[config.mk]
export PLATFORM = sky130hd
export DESIGN_NAME = hdlc_addr_filter
export DESIGN_NICKNAME = d
export VERILOG_FILES = /design/src/rtl/hafl_pkg.sv /design/src/rtl/hafl_addr_match.sv /design/src/rtl/hafl_bit_packer.sv /design/src/rtl/hafl_frame_ctl.sv /design/src/rtl/hdlc_addr_filter.sv
export SDC_FILE = /design/constraint.sdc
export NUM_CORES = 1
export LEC_CHECK = 0
export ABC_AREA = 1
export BUFFER_PORTS_ARGS = -buffer_cell sky130_fd_sc_hd__buf_2
export CORE_MARGIN = 2
export CORE_UTILIZATION = 45
export DETAILED_ROUTE_END_ITERATION = 6
export PLACE_DENSITY_LB_ADDON = 0.3
export SYNTH_ARGS = -nofsm -noshare
export SYNTH_HDL_FRONTEND = slang
export SYNTH_SLANG_ARGS = --single-unit
export TNS_END_PERCENT = 30
[constraint.sdc]
create_clock -name clk -period 0.85 [get_ports clk]
set_input_delay 0.17 -clock clk [delete_from_list [all_inputs] [get_ports clk]]
set_output_delay 0.17 -clock clk [all_outputs]
set_load 0.03 [all_outputs]
[src/rtl/hafl_pkg.sv]
package hafl_pkg;
  localparam int MODE_W = 3;

  localparam logic [MODE_W-1:0] MODE_RAW  = 3'b100;
  localparam logic [MODE_W-1:0] MODE_TEI  = 3'b101;
  localparam logic [MODE_W-1:0] MODE_SAPI = 3'b110;
  localparam logic [MODE_W-1:0] MODE_NONE = 3'b000;

  typedef enum logic [1:0] {
    FS_IDLE = 2'd0,
    FS_HUNT = 2'd1,
    FS_PASS = 2'd2,
    FS_DROP = 2'd3
  } frm_state_t;
endpackage

[src/rtl/hafl_addr_match.sv]
module hafl_addr_match #(
  parameter int W = 8,
  parameter int N_FIXED = 2,
  parameter logic [N_FIXED*W-1:0] FIXED = {8'hFE, 8'hFC}
) (
  input  logic [W-1:0] cand_i,
  input  logic [W-1:0] prog_a_i,
  input  logic [W-1:0] prog_b_i,
  output logic         hit_o
);
  localparam int N_ALL = N_FIXED + 2;

  logic [N_ALL-1:0] hits;

  assign hits[0] = (cand_i == prog_a_i);
  assign hits[1] = (cand_i == prog_b_i);

  for (genvar g = 0; g < N_FIXED; g++) begin : g_fixed
    assign hits[g+2] = (cand_i == FIXED[g*W +: W]);
  end

  assign hit_o = |hits;
endmodule

[src/rtl/hafl_bit_packer.sv]
module hafl_bit_packer #(
  parameter int W = 8
) (
  input  logic         clk,
  input  logic         rst_n,
  input  logic         en_i,
  input  logic         bit_vld_i,
  input  logic         bit_i,
  output logic         done_o,
  output logic [W-1:0] byte_o
);
  localparam int CNT_W = $clog2(W);
  localparam logic [CNT_W-1:0] LAST = CNT_W'(W - 1);

  logic [W-1:0]     sr_q, sr_d;
  logic [CNT_W-1:0] cnt_q, cnt_d;
  logic             shift_en;

  assign shift_en = en_i && bit_vld_i;

  always_comb begin
    sr_d  = sr_q;
    cnt_d = cnt_q;
    if (!en_i) begin
      cnt_d = '0;
    end else if (shift_en) begin
      sr_d  = {bit_i, sr_q[W-1:1]};
      cnt_d = (cnt_q == LAST) ? '0 : cnt_q + 1'b1;
    end
  end

  always_ff @(posedge clk or negedge rst_n) begin
    if (!rst_n) begin
      sr_q  <= '0;
      cnt_q <= '0;
    end else begin
      sr_q  <= sr_d;
      cnt_q <= cnt_d;
    end
  end

  assign done_o = shift_en && (cnt_q == LAST);
  assign byte_o = {bit_i, sr_q[W-1:1]};
endmodule

[src/rtl/hafl_frame_ctl.sv]
module hafl_frame_ctl
  import hafl_pkg::*;
#(
  parameter int W = 8
) (
  input  logic              clk,
  input  logic              rst_n,
  input  logic [MODE_W-1:0] mode_i,
  input  logic [W-1:0]      sap_a_i,
  input  logic [W-1:0]      sap_b_i,
  input  logic [W-1:0]      tei_a_i,
  input  logic [W-1:0]      tei_b_i,
  input  logic              sof_i,
  input  logic              eof_i,
  input  logic              byte_vld_i,
  input  logic [W-1:0]      byte_i,
  output logic [MODE_W-1:0] mode_o,
  output logic              pass_o
);
  frm_state_t        st_q, st_d;
  logic [MODE_W-1:0] mode_q, mode_d;
  logic              second_q, second_d;
  logic              sap_hit, tei_hit;

  hafl_addr_match #(.W(W), .N_FIXED(2), .FIXED({8'hFE, 8'hFC})) i_sap_match (
    .cand_i(byte_i), .prog_a_i(sap_a_i), .prog_b_i(sap_b_i), .hit_o(sap_hit)
  );

  hafl_addr_match #(.W(W), .N_FIXED(1), .FIXED(8'hFF)) i_tei_match (
    .cand_i(byte_i), .prog_a_i(tei_a_i), .prog_b_i(tei_b_i), .hit_o(tei_hit)
  );

  always_comb begin
    st_d     = st_q;
    mode_d   = mode_q;
    second_d = second_q;
    if (sof_i || st_q == FS_IDLE) begin
      mode_d = mode_i;
    end
    if (sof_i) begin
      st_d     = FS_HUNT;
      second_d = 1'b0;
    end else if (eof_i) begin
      st_d = FS_IDLE;
    end else if (byte_vld_i && st_q == FS_HUNT) begin
      if (mode_q == MODE_SAPI) begin
        st_d = sap_hit ? FS_PASS : FS_DROP;
      end else if (mode_q == MODE_TEI) begin
        if (!second_q) begin
          second_d = 1'b1;
        end else begin
          st_d = tei_hit ? FS_PASS : FS_DROP;
        end
      end else begin
        st_d = FS_DROP;
      end
    end
  end

  always_ff @(posedge clk or negedge rst_n) begin
    if (!rst_n) begin
      st_q     <= FS_IDLE;
      mode_q   <= MODE_NONE;
      second_q <= 1'b0;
    end else begin
      st_q     <= st_d;
      mode_q   <= mode_d;
      second_q <= second_d;
    end
  end

  assign mode_o = mode_q;
  assign pass_o = (st_q == FS_PASS) && byte_vld_i && !sof_i && !eof_i;
endmodule

[src/rtl/hdlc_addr_filter.sv]
module hdlc_addr_filter
  import hafl_pkg::*;
#(
  parameter int DATA_W = 8
) (
  input  logic              clk,
  input  logic              rst_n,
  input  logic [2:0]        mode_i,
  input  logic [DATA_W-1:0] sap_a_i,
  input  logic [DATA_W-1:0] sap_b_i,
  input  logic [DATA_W-1:0] tei_a_i,
  input  logic [DATA_W-1:0] tei_b_i,
  input  logic              sof_i,
  input  logic              eof_i,
  input  logic              byte_vld_i,
  input  logic [DATA_W-1:0] byte_i,
  input  logic              bit_vld_i,
  input  logic              bit_i,
  output logic              wr_o,
  output logic [DATA_W-1:0] wr_data_o
);
  logic [1:0]        rst_sync_q;
  logic              rst_int_n;
  logic [MODE_W-1:0] act_mode;
  logic              frm_pass;
  logic              raw_en, raw_done;
  logic [DATA_W-1:0] raw_byte;
  logic              wr_d;
  logic [DATA_W-1:0] data_d;

  always_ff @(posedge clk or negedge rst_n) begin
    if (!rst_n) rst_sync_q <= 2'b00;
    else        rst_sync_q <= {rst_sync_q[0], 1'b1};
  end
  assign rst_int_n = rst_sync_q[1];

  hafl_frame_ctl #(.W(DATA_W)) i_frame (
    .clk(clk), .rst_n(rst_int_n), .mode_i(mode_i),
    .sap_a_i(sap_a_i), .sap_b_i(sap_b_i), .tei_a_i(tei_a_i), .tei_b_i(tei_b_i),
    .sof_i(sof_i), .eof_i(eof_i), .byte_vld_i(byte_vld_i), .byte_i(byte_i),
    .mode_o(act_mode), .pass_o(frm_pass)
  );

  assign raw_en = (act_mode == MODE_RAW);

  hafl_bit_packer #(.W(DATA_W)) i_packer (
    .clk(clk), .rst_n(rst_int_n), .en_i(raw_en),
    .bit_vld_i(bit_vld_i), .bit_i(bit_i),
    .done_o(raw_done), .byte_o(raw_byte)
  );

  always_comb begin
    wr_d   = 1'b0;
    data_d = wr_data_o;
    if (raw_en) begin
      if (raw_done) begin
        wr_d   = 1'b1;
        data_d = raw_byte;
      end
    end else if (frm_pass) begin
      wr_d   = 1'b1;
      data_d = byte_i;
    end
  end

  always_ff @(posedge clk or negedge rst_int_n) begin
    if (!rst_int_n) begin
      wr_o      <= 1'b0;
      wr_data_o <= '0;
    end else begin
      wr_o <= wr_d;
      if (wr_d) wr_data_o <= data_d;
    end
  end
endmodule

; After elaboration in Yosys (flattened, before gate mapping)
; Index checks and enable logic that the tools add are counted.
[word_totals]
regBits = 28
latchBits = 0
ram_bits = 0
rom_bits = 0
input_bits = 50
output_inout_bits = 9
word_cells = 69
mem_count = 0
[op_classes]
n_addsub = 1
multipliers = 0
div = 0
n_lt_le_gt_ge = 0
eq_ne = 18
shift = 0
mux = 22
bitwise = 0
n_reduce_logical = 20
[ops]
columns = op, count
row1 = == test 8 bit, 4
row2 = == test 8 bit (second input constant), 3
row3 = two-way mux 8 bit, 3
row4 = == test 3 bit (second input constant), 4
row5 = two-way mux 2 bit, 6
row6 = two-way mux 1 bit, 10
row7 = two-way mux 3 bit, 3
row8 = inequality test 2 bit (second input constant), 4
row9 = logical AND 1 bit, 6
row10 = nonzero test 2 bit, 3
row11 = inequality test 5 x 3 -> 1 bit (second input constant), 1
row12 = AND reduction 2 bit, 2
row13 = AND reduction 4 bit, 1
row14 = OR reduction 4 bit, 1
row15 = adder 3 x 1 -> 3 bit (second input constant), 1
row16 = AND reduction 3 bit, 1
row17 = nonzero test 3 bit, 1
row18 = OR reduction 3 bit, 1
row19 = == test 2 x 1 -> 1 bit (second input constant), 1
row20 = == test 2 bit (second input constant), 1
row21 = zero test 1 bit, 2
row22 = zero test 2 bit, 1
row23 = logical OR 1 bit, 1

; Longest topological paths before layout
; Gate-level depths: netlist of the first run.
[depth]
depth_word = 9
ltp_mapped = 12
depth_no_buf = 11

; By module
; From an unflattened synthesis of the first run, not the netlist that was laid out.
[hier_totals]
hier_cells = 276
hier_area_um2 = 1943.1
[modules_own_cells]
columns = module, n_inst, cells_per_inst, area_each_um2, seq_area_each_um2
row1 = hdlc_addr_filter, 1, 67, 616.8, 275.3
row2 = hafl_bit_packer, 1, 49, 431.7, 250.2
row3 = hafl_frame_ctl, 1, 42, 326.6, 150.1
row4 = hafl_addr_match (i_frame.i_tei_match), 1, 60, 285.3, 0.0
row5 = hafl_addr_match (i_frame.i_sap_match), 1, 58, 282.8, 0.0

; Least setup slack after synthesis of the first run
; Ideal clock, no wire load.
[synth_path]
path_type = reg2reg
startpoint = reg i_frame.mode_q[0], in the netlist i_frame.mode_o[0]
endpoint = reg wr_data_o[6]
setup_time_ns = 0.081
arrival_ns = 1.472
required_ns = 0.769
path_slack_ns = -0.703
path_stages_with_launch = 9
path_buffers = 1
synth_period_minus_slack_ns = 1.553
path_cell_list = dfrtp_1 nor3_4 inv_4 nor2_8 inv_6 o21ai_4 buf_6 nor2_2 a31oi_2
[synth_via]
elab_chain_cells = 6
elab_cells_between_ends = 9
classes_between = eq/ne (2) / mux (3) / reduce/logical (4)
[synth_rtl]
columns = element, line
row1 = "start, declared", hafl_frame_ctl.sv:21  ; logic [MODE_W-1:0] mode_q, mode_d;
row2 = "start signal, assigned", hafl_frame_ctl.sv:67  ; mode_q <= mode_d;
row3 = == test 3 bit *, hdlc_addr_filter.sv:44  ; assign raw_en = (act_mode == MODE_RAW);
row4 = logical AND 1 bit, hafl_bit_packer.sv:19  ; assign shift_en = en_i && bit_vld_i;
row5 = logical AND 1 bit, hafl_bit_packer.sv:42  ; assign done_o = shift_en && (cnt_q == LAST);
row6 = two-way mux 1 bit, hdlc_addr_filter.sv:56  ; if (raw_done) begin
row7 = two-way mux 1 bit *, hdlc_addr_filter.sv:55  ; if (raw_en) begin
row8 = via wr_d, hdlc_addr_filter.sv:28  ; logic wr_d;
row9 = AND reduction 3 bit (no line) *, -
row10 = "end signal, assigned", hdlc_addr_filter.sv:72  ; if (wr_d) wr_data_o <= data_d;
row11 = "end, declared", hdlc_addr_filter.sv:20  ; output logic [DATA_W-1:0] wr_data_o
; The timed path passes the listed nets; every way through them passes the cells marked *.
; A chain may end at the register's enable or synchronous reset.

; Worst setup path after layout of the first run
[layout_path]
startpoint = reg i_packer.cnt_q[0]
endpoint = reg wr_data_o[6]
[layout_via]
elab_chain_cells = 5
elab_cells_between_ends = 6
classes_between = eq/ne (2) / mux (2) / reduce/logical (2)
[layout_rtl]
columns = element, line
row1 = "start, declared", hafl_bit_packer.sv:16  ; logic [CNT_W-1:0] cnt_q, cnt_d;
row2 = "start signal, assigned", hafl_bit_packer.sv:38  ; cnt_q <= cnt_d;
row3 = == test 3 bit *, hafl_bit_packer.sv:42
row4 = logical AND 1 bit *, hafl_bit_packer.sv:42
row5 = two-way mux 1 bit, hdlc_addr_filter.sv:56
row6 = two-way mux 1 bit, hdlc_addr_filter.sv:55
row7 = AND reduction 3 bit (no line) *, -
; Mark *: on every way between the ends. The rest lies on a longest branch, timed or not.

==> results of run 1 <==
timing repair:
item	in CTS	in global routing
pin swaps	1	4
resized for setup	21	4
buffers inserted	2	3
hold buffers	1	0
endpoints found under the setup margin	34	34
hold endpoints to repair	2	0
worst reg2reg max path: stages, from the launching register on:
cell and delay, ns:
dfrtp_1 0.39, ha_1 0.21, ha_1 0.24, inv_2 0.09, o21ai_4 0.07, buf_12 0.15, nor2_2 0.11, a31oi_2 0.04
stage by stage:
| step | hold slack [ns] | setup TNS, ns | setup slack [ns] |
|---|---|---|---|
| after detailed placement | -0.0401 | -9.63 | -0.543 |
| after CTS | 0.100 | -11.66 | -0.561 |
| after global placement | -0.0435 | -8.93 | -0.493 |
| final | 0.101 | -11.78 | -0.562 |
| after global routing | 0.113 | -14.04 | -0.647 |
| after floorplan | -0.126 | -9.08 | -0.685 |
kinds of logic (layout without fill, tap and decap cells):
family,Yosys count,after routing,share of synthesized area
adders and majority gates,2,2,0.0142
xor gates and xnor gates,20,20,0.0992
other,1,1,0.00212
AOI/OAI and AO/OA,21,21,0.0780
and+or+nand+nor,133,133,0.313
buffers and inverters,47,132,0.111
DFF,27,27,0.383
flip-flops by register name, summed over array words and instances (netlist names):
signal and flops:
wr_data_o 8, i_frame.second_q 1, i_frame.st_q 2, rst_sync_q 2, i_packer.sr_q 7, i_packer.cnt_q 3, wr_o 1, i_frame.mode_o 3
power breakdown:
group / internal [mW] / total (mW) / switching (mW)
Clock: 0.336 / 0.706 / 0.370
Combinational: 0.585 / 1.23 / 0.640
Sequential: 1.53 / 1.70 / 0.175
routing by layer:
metal | vias to the layer above | part of all wire
met4 | 0 | 0.012
met3 | 5 | 0.060
met2 | 37 | 0.47
met1 | 763 | 0.46
li1 | 937 | -
met5 | - | 0
layout make-up:
class                           count  area, sq um  area share
Clock buffer                        4         45.0      0.0183
Inverter                           37          149      0.0606
Multi-Input combinational cell    177          915       0.372
Sequential cell                    27          676       0.275
Tap cell                           48         60.1      0.0244
Timing Repair Buffer               91          614       0.250
worst paths after layout:
kind                                               start                             to  slack (ns)
max                        i_packer.cnt_q[0]$_DFFE_PN0P_       wr_data_o[6]$_DFFE_PN0P_       -0.56
min                                            mode_i[0]  i_frame.mode_o[0]$_DFFE_PN0P_        0.10
max reg2reg                i_packer.cnt_q[0]$_DFFE_PN0P_       wr_data_o[6]$_DFFE_PN0P_       -0.56
min reg2reg                      rst_sync_q[1]$_DFF_PN0_  i_packer.cnt_q[2]$_DFFE_PN0P_        0.18
max in group asynchronous        rst_sync_q[1]$_DFF_PN0_       wr_data_o[3]$_DFFE_PN0P_        0.47
min in group asynchronous        rst_sync_q[1]$_DFF_PN0_  i_packer.cnt_q[2]$_DFFE_PN0P_        0.18
Yosys cell counts (2+ instances only):
master and n:
nand2_1 97, dfrtp_1 27, inv_1 24, xnor2_1 20, nor2_1 18, inv_2 9, nand3_1 9, clkbuf_1 8
a31oi_1 7, a21oi_1 5, o21ai_1 5, nand4_1 3, nor3_1 3, ha_1 2, inv_4 2
==> metrics.csv, run 1 <==
metric,value,unit
#FFs+latches synth,27,
initial drt markers,65,
H-tree levels,1,
RD Place Congestion,0.765,
max_cap viols,0,
DIE HEIGHT,66.6,um
crit end category,flop,
RSZ-0062 raised after global routing,true,
Final Hold Vio Count,0,
PD cells,1480,nW/um^2
"top cells by area, synth","dfrtp_1 38%, nand2_1 21%, xnor2_1 9.9%",
max incr delay on CP,0.39,ns
number of synthesized flops with an enable pin,0,
failing checks,negative setup slack,
CP Data Arrival Time,1.57,ns
cell taking the most area after synthesis,dfrtp_1,
Synth Cell Area,1770,sq um
VDD IR-drop max,1.32,mV
Worst Reg-to-Reg Cells,7,
Post-DRT Antenna Nets,0,
average vias per placed instance,4.54,
Die W,66.6,um
Mapped Nets,303,
largest net degree at the start of global routing,18,
Leak,1.34,nW
grt ovf,0,
CP Depth,7,
Post-DP Area,2290,sq um
worst path bufs/invs,2,
Startpoint Class,flop,
Worst Path Max Fanout,17,
DR WL/cell,10.5,um
clock slew at reported path FFs,0.09,ns
clock latency on the worst-skew pair,0.27,ns
family with the most delay on the worst path,adder cells,
design area,2460,sq um
first-pass GRT wire length,6.58,mm
Syn-to-layout area delta,39.3,%
WS Path Type,flop to flop,
Hold Crit Class,input pin to flop,
CTS tree,yes,
DP HPWL,3.19,mm
Final Cycle Share,1.66,
Cells on Worst Hold Path,3,
PnR worst setup slack,-0.562,ns
max-slew violation count,0,
Rows,22,
post-synth top area share,0.383,
final WL,4.04,mm
Inserted Clock Buffers,3,
Main synth FF type,dfrtp_1,
total number of yosys warnings,0,
drc violations,0,
GRT met2 Usage,0.348,
grt met3 use,0.0338,
CTS sink count,27,
syn avg cell area,7.03,sq um
final core occ,0.662,
I/O pins,59,
Crit path required time,1.00,ns
Placed Instances,375,
gr busiest metal,met2,
most frequent cells in the layout,"97 x nand2_1, 50 x buf_2, 28 x buf_4",
clk_skew,0.00652,ns
first-pass detailed-route iteration total,4,
outcome,"finished, violations left",
fraction of layout cells with a size suffix above 1,0.342,
CP max stage cell,dfrtp_1,
final setup fails,34,
initial core utilization,0.475,
Core Area,3720,sq um
Layout Nets,389,
Max clock buf depth,2,
Tmin final,1.41,ns
"most used cell, CP",ha_1,
IO buf count,58,
Post-Synthesis Cells,251,
initial antenna violation count,0,
Post-synth ARST share,1.00,
gr usage total,0.195,
ANT cells,0,
vias in the first global route,1585,
via count,1742,
die area,4440,sq um
root buf cell,clkbuf_8,
met1 Usage GRT,0.236,
Fillers,339,
Finished Layout Cells,384,
Power Total,3.63,mW
synth unique cells,27,
Max Fclk,708,MHz
"Critical Path, Cell by Cell",ha_1 -> ha_1 -> inv_2 -> o21ai_4 -> buf_12 -> nor2_2 -> a31oi_2,
"most common cell after layout, fill and taps aside",nand2_1,
sequential-to-total area share from yosys stat,0.383,
Power figures use the tool's default switching activity.
==> inputs of run 2 (changes only) <==
--- a/config.mk
+++ b/config.mk
@@ -10,8 +10,8 @@
 export CORE_MARGIN = 2
 export CORE_UTILIZATION = 45
 export DETAILED_ROUTE_END_ITERATION = 6
+export GPL_TIMING_DRIVEN = 0
 export PLACE_DENSITY_LB_ADDON = 0.3
 export SYNTH_ARGS = -nofsm -noshare
 export SYNTH_HDL_FRONTEND = slang
 export SYNTH_SLANG_ARGS = --single-unit
-export TNS_END_PERCENT = 30
==> metrics.csv, run 2 (synthesis gave the netlist of run 1 again) <==
metric,value,unit,change
ANT cells,0,,unchanged
CTS sink count,27,,unchanged
H-tree levels,1,,unchanged
largest net degree at the start of global routing,26,,+8
PD cells,1500,nW/um^2,+1.5%
Rows,22,,unchanged
Fillers,308,,-9.1%
Inserted Clock Buffers,3,,unchanged
initial drt markers,106,,+63%
"most common cell after layout, fill and taps aside",nand2_1,,
Startpoint Class,flop,,
grt ovf,0,,unchanged
root buf cell,clkbuf_8,,
IO buf count,50,,-14%
Max Fclk,659,MHz,-7.0%
Layout Nets,383,,-1.5%
FF-to-FF setup slack,-0.67,ns,-0.11 ns
drc violations,0,,unchanged
Tmin final,1.52,ns,+0.106 ns
max_slew headroom,0.649,,
Finished Layout Cells,378,,-1.6%
WHS,0.0916,ns,-0.00942 ns
initial core utilization,0.475,,unchanged
clock slew at reported path FFs,0.09,ns,about the same
DP HPWL,3.05,mm,-4.4%
Leak,1.33,nW,-1.5%
failing checks,negative setup slack,,
outcome,"finished, violations left",,
clock latency on the worst-skew pair,0.27,ns,about the same
Biggest register,wr_data_o,,
final core occ,0.667,,+0.00539
Die W,66.6,um,unchanged
fraction of layout cells with a size suffix above 1,0.352,,+0.00925
CP Data Arrival Time,1.67,ns,+0.10 ns
Final Cycle Share,1.79,,+0.125
CTS tree,yes,,
final WL,4.41,mm,+9.2%
initial antenna violation count,0,,unchanged
first-pass detailed-route iteration total,4,,unchanged
Post-DRT Antenna Nets,0,,unchanged
worst-margin pin slew,0.527,ns,
Storage cell area,677,sq um,+0.19%
gr usage total,0.213,,+0.0181
Worst Path Max Fanout,6,,-11
DIE HEIGHT,66.6,um,unchanged
PnR worst setup slack,-0.668,ns,-0.106 ns
Max clock buf depth,2,,unchanged
first-pass GRT wire length,7.28,mm,+11%
Hold Crit Class,input pin to flop,,
most frequent cells in the layout,"96 x nand2_1, 43 x buf_2, 26 x dfrtp_1",,
Syn-to-layout area delta,40.4,%,
vias in the first global route,1725,,+8.8%
Worst Reg-to-Reg Cells,8,,+1
average vias per placed instance,4.64,,+2.2%
DR WL/cell,11.7,um,+11%
final setup fails,34,,unchanged
via count,1753,,+0.63%
max reg flops,8,,unchanged
crit end category,flop,,
Multi-input gate area,968,sq um,+5.9%
I/O pins,59,,unchanged
Placed Instances,349,,-6.9%
RD Place Congestion,0.808,,+5.6%
Final Hold Vio Count,0,,unchanged
VDD IR-drop max,1.37,mV,+3.4%
Top Registers,"wr_data_o: 8 flops, i_packer.sr_q: 7 flops",,
RSZ-0062 raised after global routing,true,,
Place WS,-0.917,ns,-0.375 ns
Core Area,3720,sq um,unchanged
Crit path required time,1.00,ns,about the same
clk_skew,0.00463,ns,-0.00189 ns
Cells on Worst Hold Path,2,,-1
max_cap viols,0,,unchanged
WS Path Type,flop to flop,,
die area,4440,sq um,unchanged
max-slew violation count,0,,unchanged
## run 2: report_power, final
part / total [mW] / internal [mW] / switching, mW / leakage, nW
combinational: 1.27 / 0.606 / 0.663 / 0.967
sequential: 1.73 / 1.53 / 0.208 / 0.336
clock: 0.713 / 0.332 / 0.382 / 0.0217
## run 2: area by class of cell
cell class,count,area share
buffer,10,0.0222
inverter,37,0.0601
clock buffer,3,0.0167
sequential,27,0.273
tap,48,0.0242
clock inverter,1,0.00303
timing repair buffer,75,0.210
multi-input combinational,177,0.391
## run 2: per-stage QoR
step           setup TNS (ns)  power (mW)  instance area (sq um)
3_5_place_dp           -18.72        2.70                   2090
5_1_grt                -16.39        3.99                   2480
3_3_place_gp           -18.75        2.67                   2090
2_1_floorplan           -8.97        2.38                   1780
4_1_cts                -14.24        3.63                   2380
6_report               -14.15        3.72                   2480
## run 2: layer usage
metal,up-vias,track usage,part of all wire
met5,-,0,0
met4,0,0.0536,0.0066
met3,4,0.0236,0.061
met2,53,0.385,0.51
met1,775,0.268,0.42
li1,921,-,-
## run 2: final timing paths
| path | from | to |
|---|---|---|
| max | i_frame.mode_o[1]$_DFFE_PN0P_ | wr_data_o[6]$_DFFE_PN0P_ |
| min | sof_i | i_frame.second_q$_DFFE_PN0P_ |
| max reg2reg | i_frame.mode_o[1]$_DFFE_PN0P_ | wr_data_o[6]$_DFFE_PN0P_ |
| min reg2reg | rst_sync_q[1]$_DFF_PN0_ | i_frame.mode_o[2]$_DFFE_PN0P_ |
| max in group asynchronous | rst_sync_q[1]$_DFF_PN0_ | i_packer.sr_q[6]$_DFFE_PN0P_ |
| min in group asynchronous | rst_n | rst_sync_q[0]$_DFF_PN0_ |
## run 2: timing repair
item | 4_1_cts | 5_1_grt
hold endpoints to repair | 2 | 0
hold buffers | 1 | 0
pin swaps | 7 | 5
resized for setup | 33 | 6
cloned | 1 | 0
setup buffers | 15 | 8
endpoints found under the setup margin | 59 | 34
## run 2: critical path: stages (launching register included)
cell     delay [ns]
dfrtp_1        0.42
nor3_4         0.23
inv_4          0.08
buf_6          0.12
nand4_1        0.15
o21ai_4        0.13
buf_6          0.16
nor2_4         0.08
a31oi_2        0.04
==> inputs of run 3 (changes only) <==
--- a/config.mk
+++ b/config.mk
@@ -8,7 +8,7 @@
 export ABC_AREA = 1
 export BUFFER_PORTS_ARGS = -buffer_cell sky130_fd_sc_hd__buf_2
 export CORE_MARGIN = 2
-export CORE_UTILIZATION = 45
+export CORE_UTILIZATION = 49
 export DETAILED_ROUTE_END_ITERATION = 6
 export GPL_TIMING_DRIVEN = 0
 export PLACE_DENSITY_LB_ADDON = 0.3
==> constraint.sdc (replaced) <==
create_clock -name clk -period 1.9 [get_ports clk]
set_input_delay 0.38 -clock clk [delete_from_list [all_inputs] [get_ports clk]]
set_output_delay 0.38 -clock clk [all_outputs]
set_load 0.03 [all_outputs]
==> metrics.csv, run 3 (synthesis gave the netlist of run 1 again) <==
metric,value,unit,change
outcome,completed,,
WS Path Type,flop to flop,,
DP HPWL,3.00,mm,-1.5%
Top Registers,"wr_data_o: 8 flops, i_packer.sr_q: 7 flops",,
max incr delay on CP,0.45,ns,+0.03 ns
Hold Crit Class,input pin to flop,,
clk_skew,0.0156,ns,+0.0109 ns
"most common cell after layout, fill and taps aside",nand2_1,,
Final Hold Vio Count,0,,unchanged
Storage cell area,676,sq um,-0.18%
Power Total,1.45,mW,-61%
PD cells,688,nW/um^2,-54%
gr usage total,0.203,,-0.00969
max_slew headroom,0.357,,-0.292
Max Fclk,571,MHz,-13%
FF-to-FF setup slack,0.15,ns,+0.82 ns
initial core utilization,0.521,,+0.0458
initial antenna violation count,0,,unchanged
family with the most delay on the worst path,simple AND/OR/NAND/NOR gates,,
IO buf count,50,,unchanged
Final Cycle Share,0.922,,-0.864
worst reg2reg path endpoint,wr_data_o[6]$_DFFE_PN0P_,,
DR WL/cell,10.7,um,-8.2%
drc violations,0,,unchanged
CP Data Arrival Time,2.03,ns,+0.36 ns
"Critical Path, Cell by Cell",nor3_4 -> inv_4 -> nor2_8 -> inv_6 -> o21ai_4 -> buf_6 -> nor2_2 -> a31oi_2,,
fraction of layout cells with a size suffix above 1,0.239,,-0.113
WHS,0.233,ns,+0.141 ns
max-slew violation count,0,,unchanged
Worst Path Max Fanout,10,,+4
PostCTS Resize Cnt,0,,-100%
RD Place Congestion,0.847,,+4.9%
Leak,1.14,nW,-14%
Post-DRT Antenna Nets,0,,unchanged
RSZ-0062 raised after global routing,false,,
first-pass GRT wire length,6.73,mm,-7.6%
largest net degree at the start of global routing,26,,unchanged
CTS sink count,27,,unchanged
Biggest register,wr_data_o,,
Fillers,330,,+7.1%
VDD IR-drop max,0.584,mV,-57%
final WL,3.77,mm,-15%
crit end category,flop,,
Inserted Clock Buffers,3,,unchanged
H-tree levels,1,,unchanged
Core Area,3390,sq um,-8.8%
Worst Reg-to-Reg Cells,8,,unchanged
average vias per placed instance,4.73,,+2.0%
Max clock buf depth,2,,unchanged
root buf cell,clkbuf_4,,
crit path to,wr_data_o[6]$_DFFE_PN0P_,,
Syn-to-layout area delta,19.7,%,
max reg flops,8,,unchanged
Tmin final,1.75,ns,+0.234 ns
first-pass detailed-route iteration total,4,,unchanged
Startpoint Class,flop,,
Crit path required time,2.18,ns,+1.18 ns
final core occ,0.623,,-0.0435
CP Depth,8,,unchanged
CTS tree,yes,,
final setup fails,0,,-100%
ANT cells,0,,unchanged
final setup TNS,0,ns,+14.15 ns
initial drt markers,111,,+4.7%
clock slew at reported path FFs,0.16,ns,+0.07 ns
Multi-input gate area,895,sq um,-7.6%
clock latency on the worst-skew pair,0.33,ns,+0.06 ns
max_cap viols,0,,unchanged
worst-margin pin slew,0.964,ns,+0.437 ns
reg-to-reg critical path startpoint,i_frame.mode_o[0]$_DFFE_PN0P_,,
grt ovf,0,,unchanged
DIE HEIGHT,64.0,um,-3.9%
via count,1665,,-5.0%
vias in the first global route,1587,,-8.0%
Worst Setup SP,i_frame.mode_o[0]$_DFFE_PN0P_,,
post-CTS setup buffers,0,,-15
Die W,64.0,um,-3.9%
Layout Nets,359,,-6.3%
worst path bufs/invs,3,,unchanged
I/O pins,59,,unchanged
most frequent cells in the layout,"97 x nand2_1, 51 x buf_2, 27 x dfrtp_1",,
CP max stage cell,dfrtp_1,,
Rows,21,,-4.5%
die area,4100,sq um,-7.7%
==> run 3: changes by cell type in the layout (fill, tap and decap cells not counted), moves of 3 or more <==
| cell | change |
|---|---|
| clkbuf_8 | -3 |
| clkbuf_4 | +3 |
| buf_6 | -16 |
| clkbuf_1 | +7 |
| buf_2 | +8 |
| buf_4 | -16 |
| clkbuf_2 | -7 |
==> run 3: repair_timing <==
action | 4_1_cts | 5_1_grt
endpoints found under the setup margin | 0 | 0
hold endpoints to repair | 2 | 0
hold buffers | 1 | 0
==> run 3: how the worst min path moves through the flow <==
stage,startpoint,end,slack (ns),cells past startpoint
floorplan,rst_n,rst_sync_q[0]$_DFF_PN0_,0.08,0
global placement,rst_n,rst_sync_q[0]$_DFF_PN0_,0.17,1
detailed placement,rst_n,rst_sync_q[0]$_DFF_PN0_,0.17,1
CTS,sof_i,i_frame.second_q$_DFFE_PN0P_,0.22,2
global route,sof_i,i_frame.second_q$_DFFE_PN0P_,0.24,2
finish,sof_i,i_frame.second_q$_DFFE_PN0P_,0.23,2
==> run 3: through the flow <==
stage / instance area (sq um) / setup WS, ns / std cells
after floorplan: 1770 / 0.347 / 251
after global placement: 2070 / 0.170 / 347
after detailed placement: 2070 / 0.148 / 347
after CTS: 2110 / 0.128 / 352
after global routing: 2110 / 0.0142 / 352
final: 2110 / 0.148 / 352
==> run 3: layout make-up <==
cell class / instances / area share
Multi-Input combinational cell: 177 / 0.423
Sequential cell: 27 / 0.320
Timing Repair Buffer: 51 / 0.123
Inverter: 37 / 0.0705
Tap cell: 46 / 0.0272
Buffer: 10 / 0.0219
Clock buffer: 3 / 0.0107
Clock inverter: 1 / 0.00355
==> run 3: where the power goes <==
group          internal [mW]  switching [mW]  total, mW
clock                 0.0807           0.175      0.256
combinational          0.172           0.257      0.429
sequential             0.682          0.0870      0.769
total                  0.934           0.519       1.45
==> run 3: worst register-to-register path, stage by stage, from the launching register on <==
cell and delay (ns):
dfrtp_1 0.45, nor3_4 0.27, inv_4 0.11, nor2_8 0.19, inv_6 0.08, o21ai_4 0.25, buf_6 0.19, nor2_2 0.04
a31oi_2 0.12
==> run 3: metal layers <==
layer / GRT usage / routed length (um) / up-vias / share of wire
li1: - / - / 876 / -
met1: 0.268 / 1820 / 746 / 0.48
met2: 0.352 / 1730 / 41 / 0.46
met3: 0.0423 / 210 / 2 / 0.056
met4: 0.0245 / 10 / 0 / 0.0027
met5: 0 / 0 / - / 0
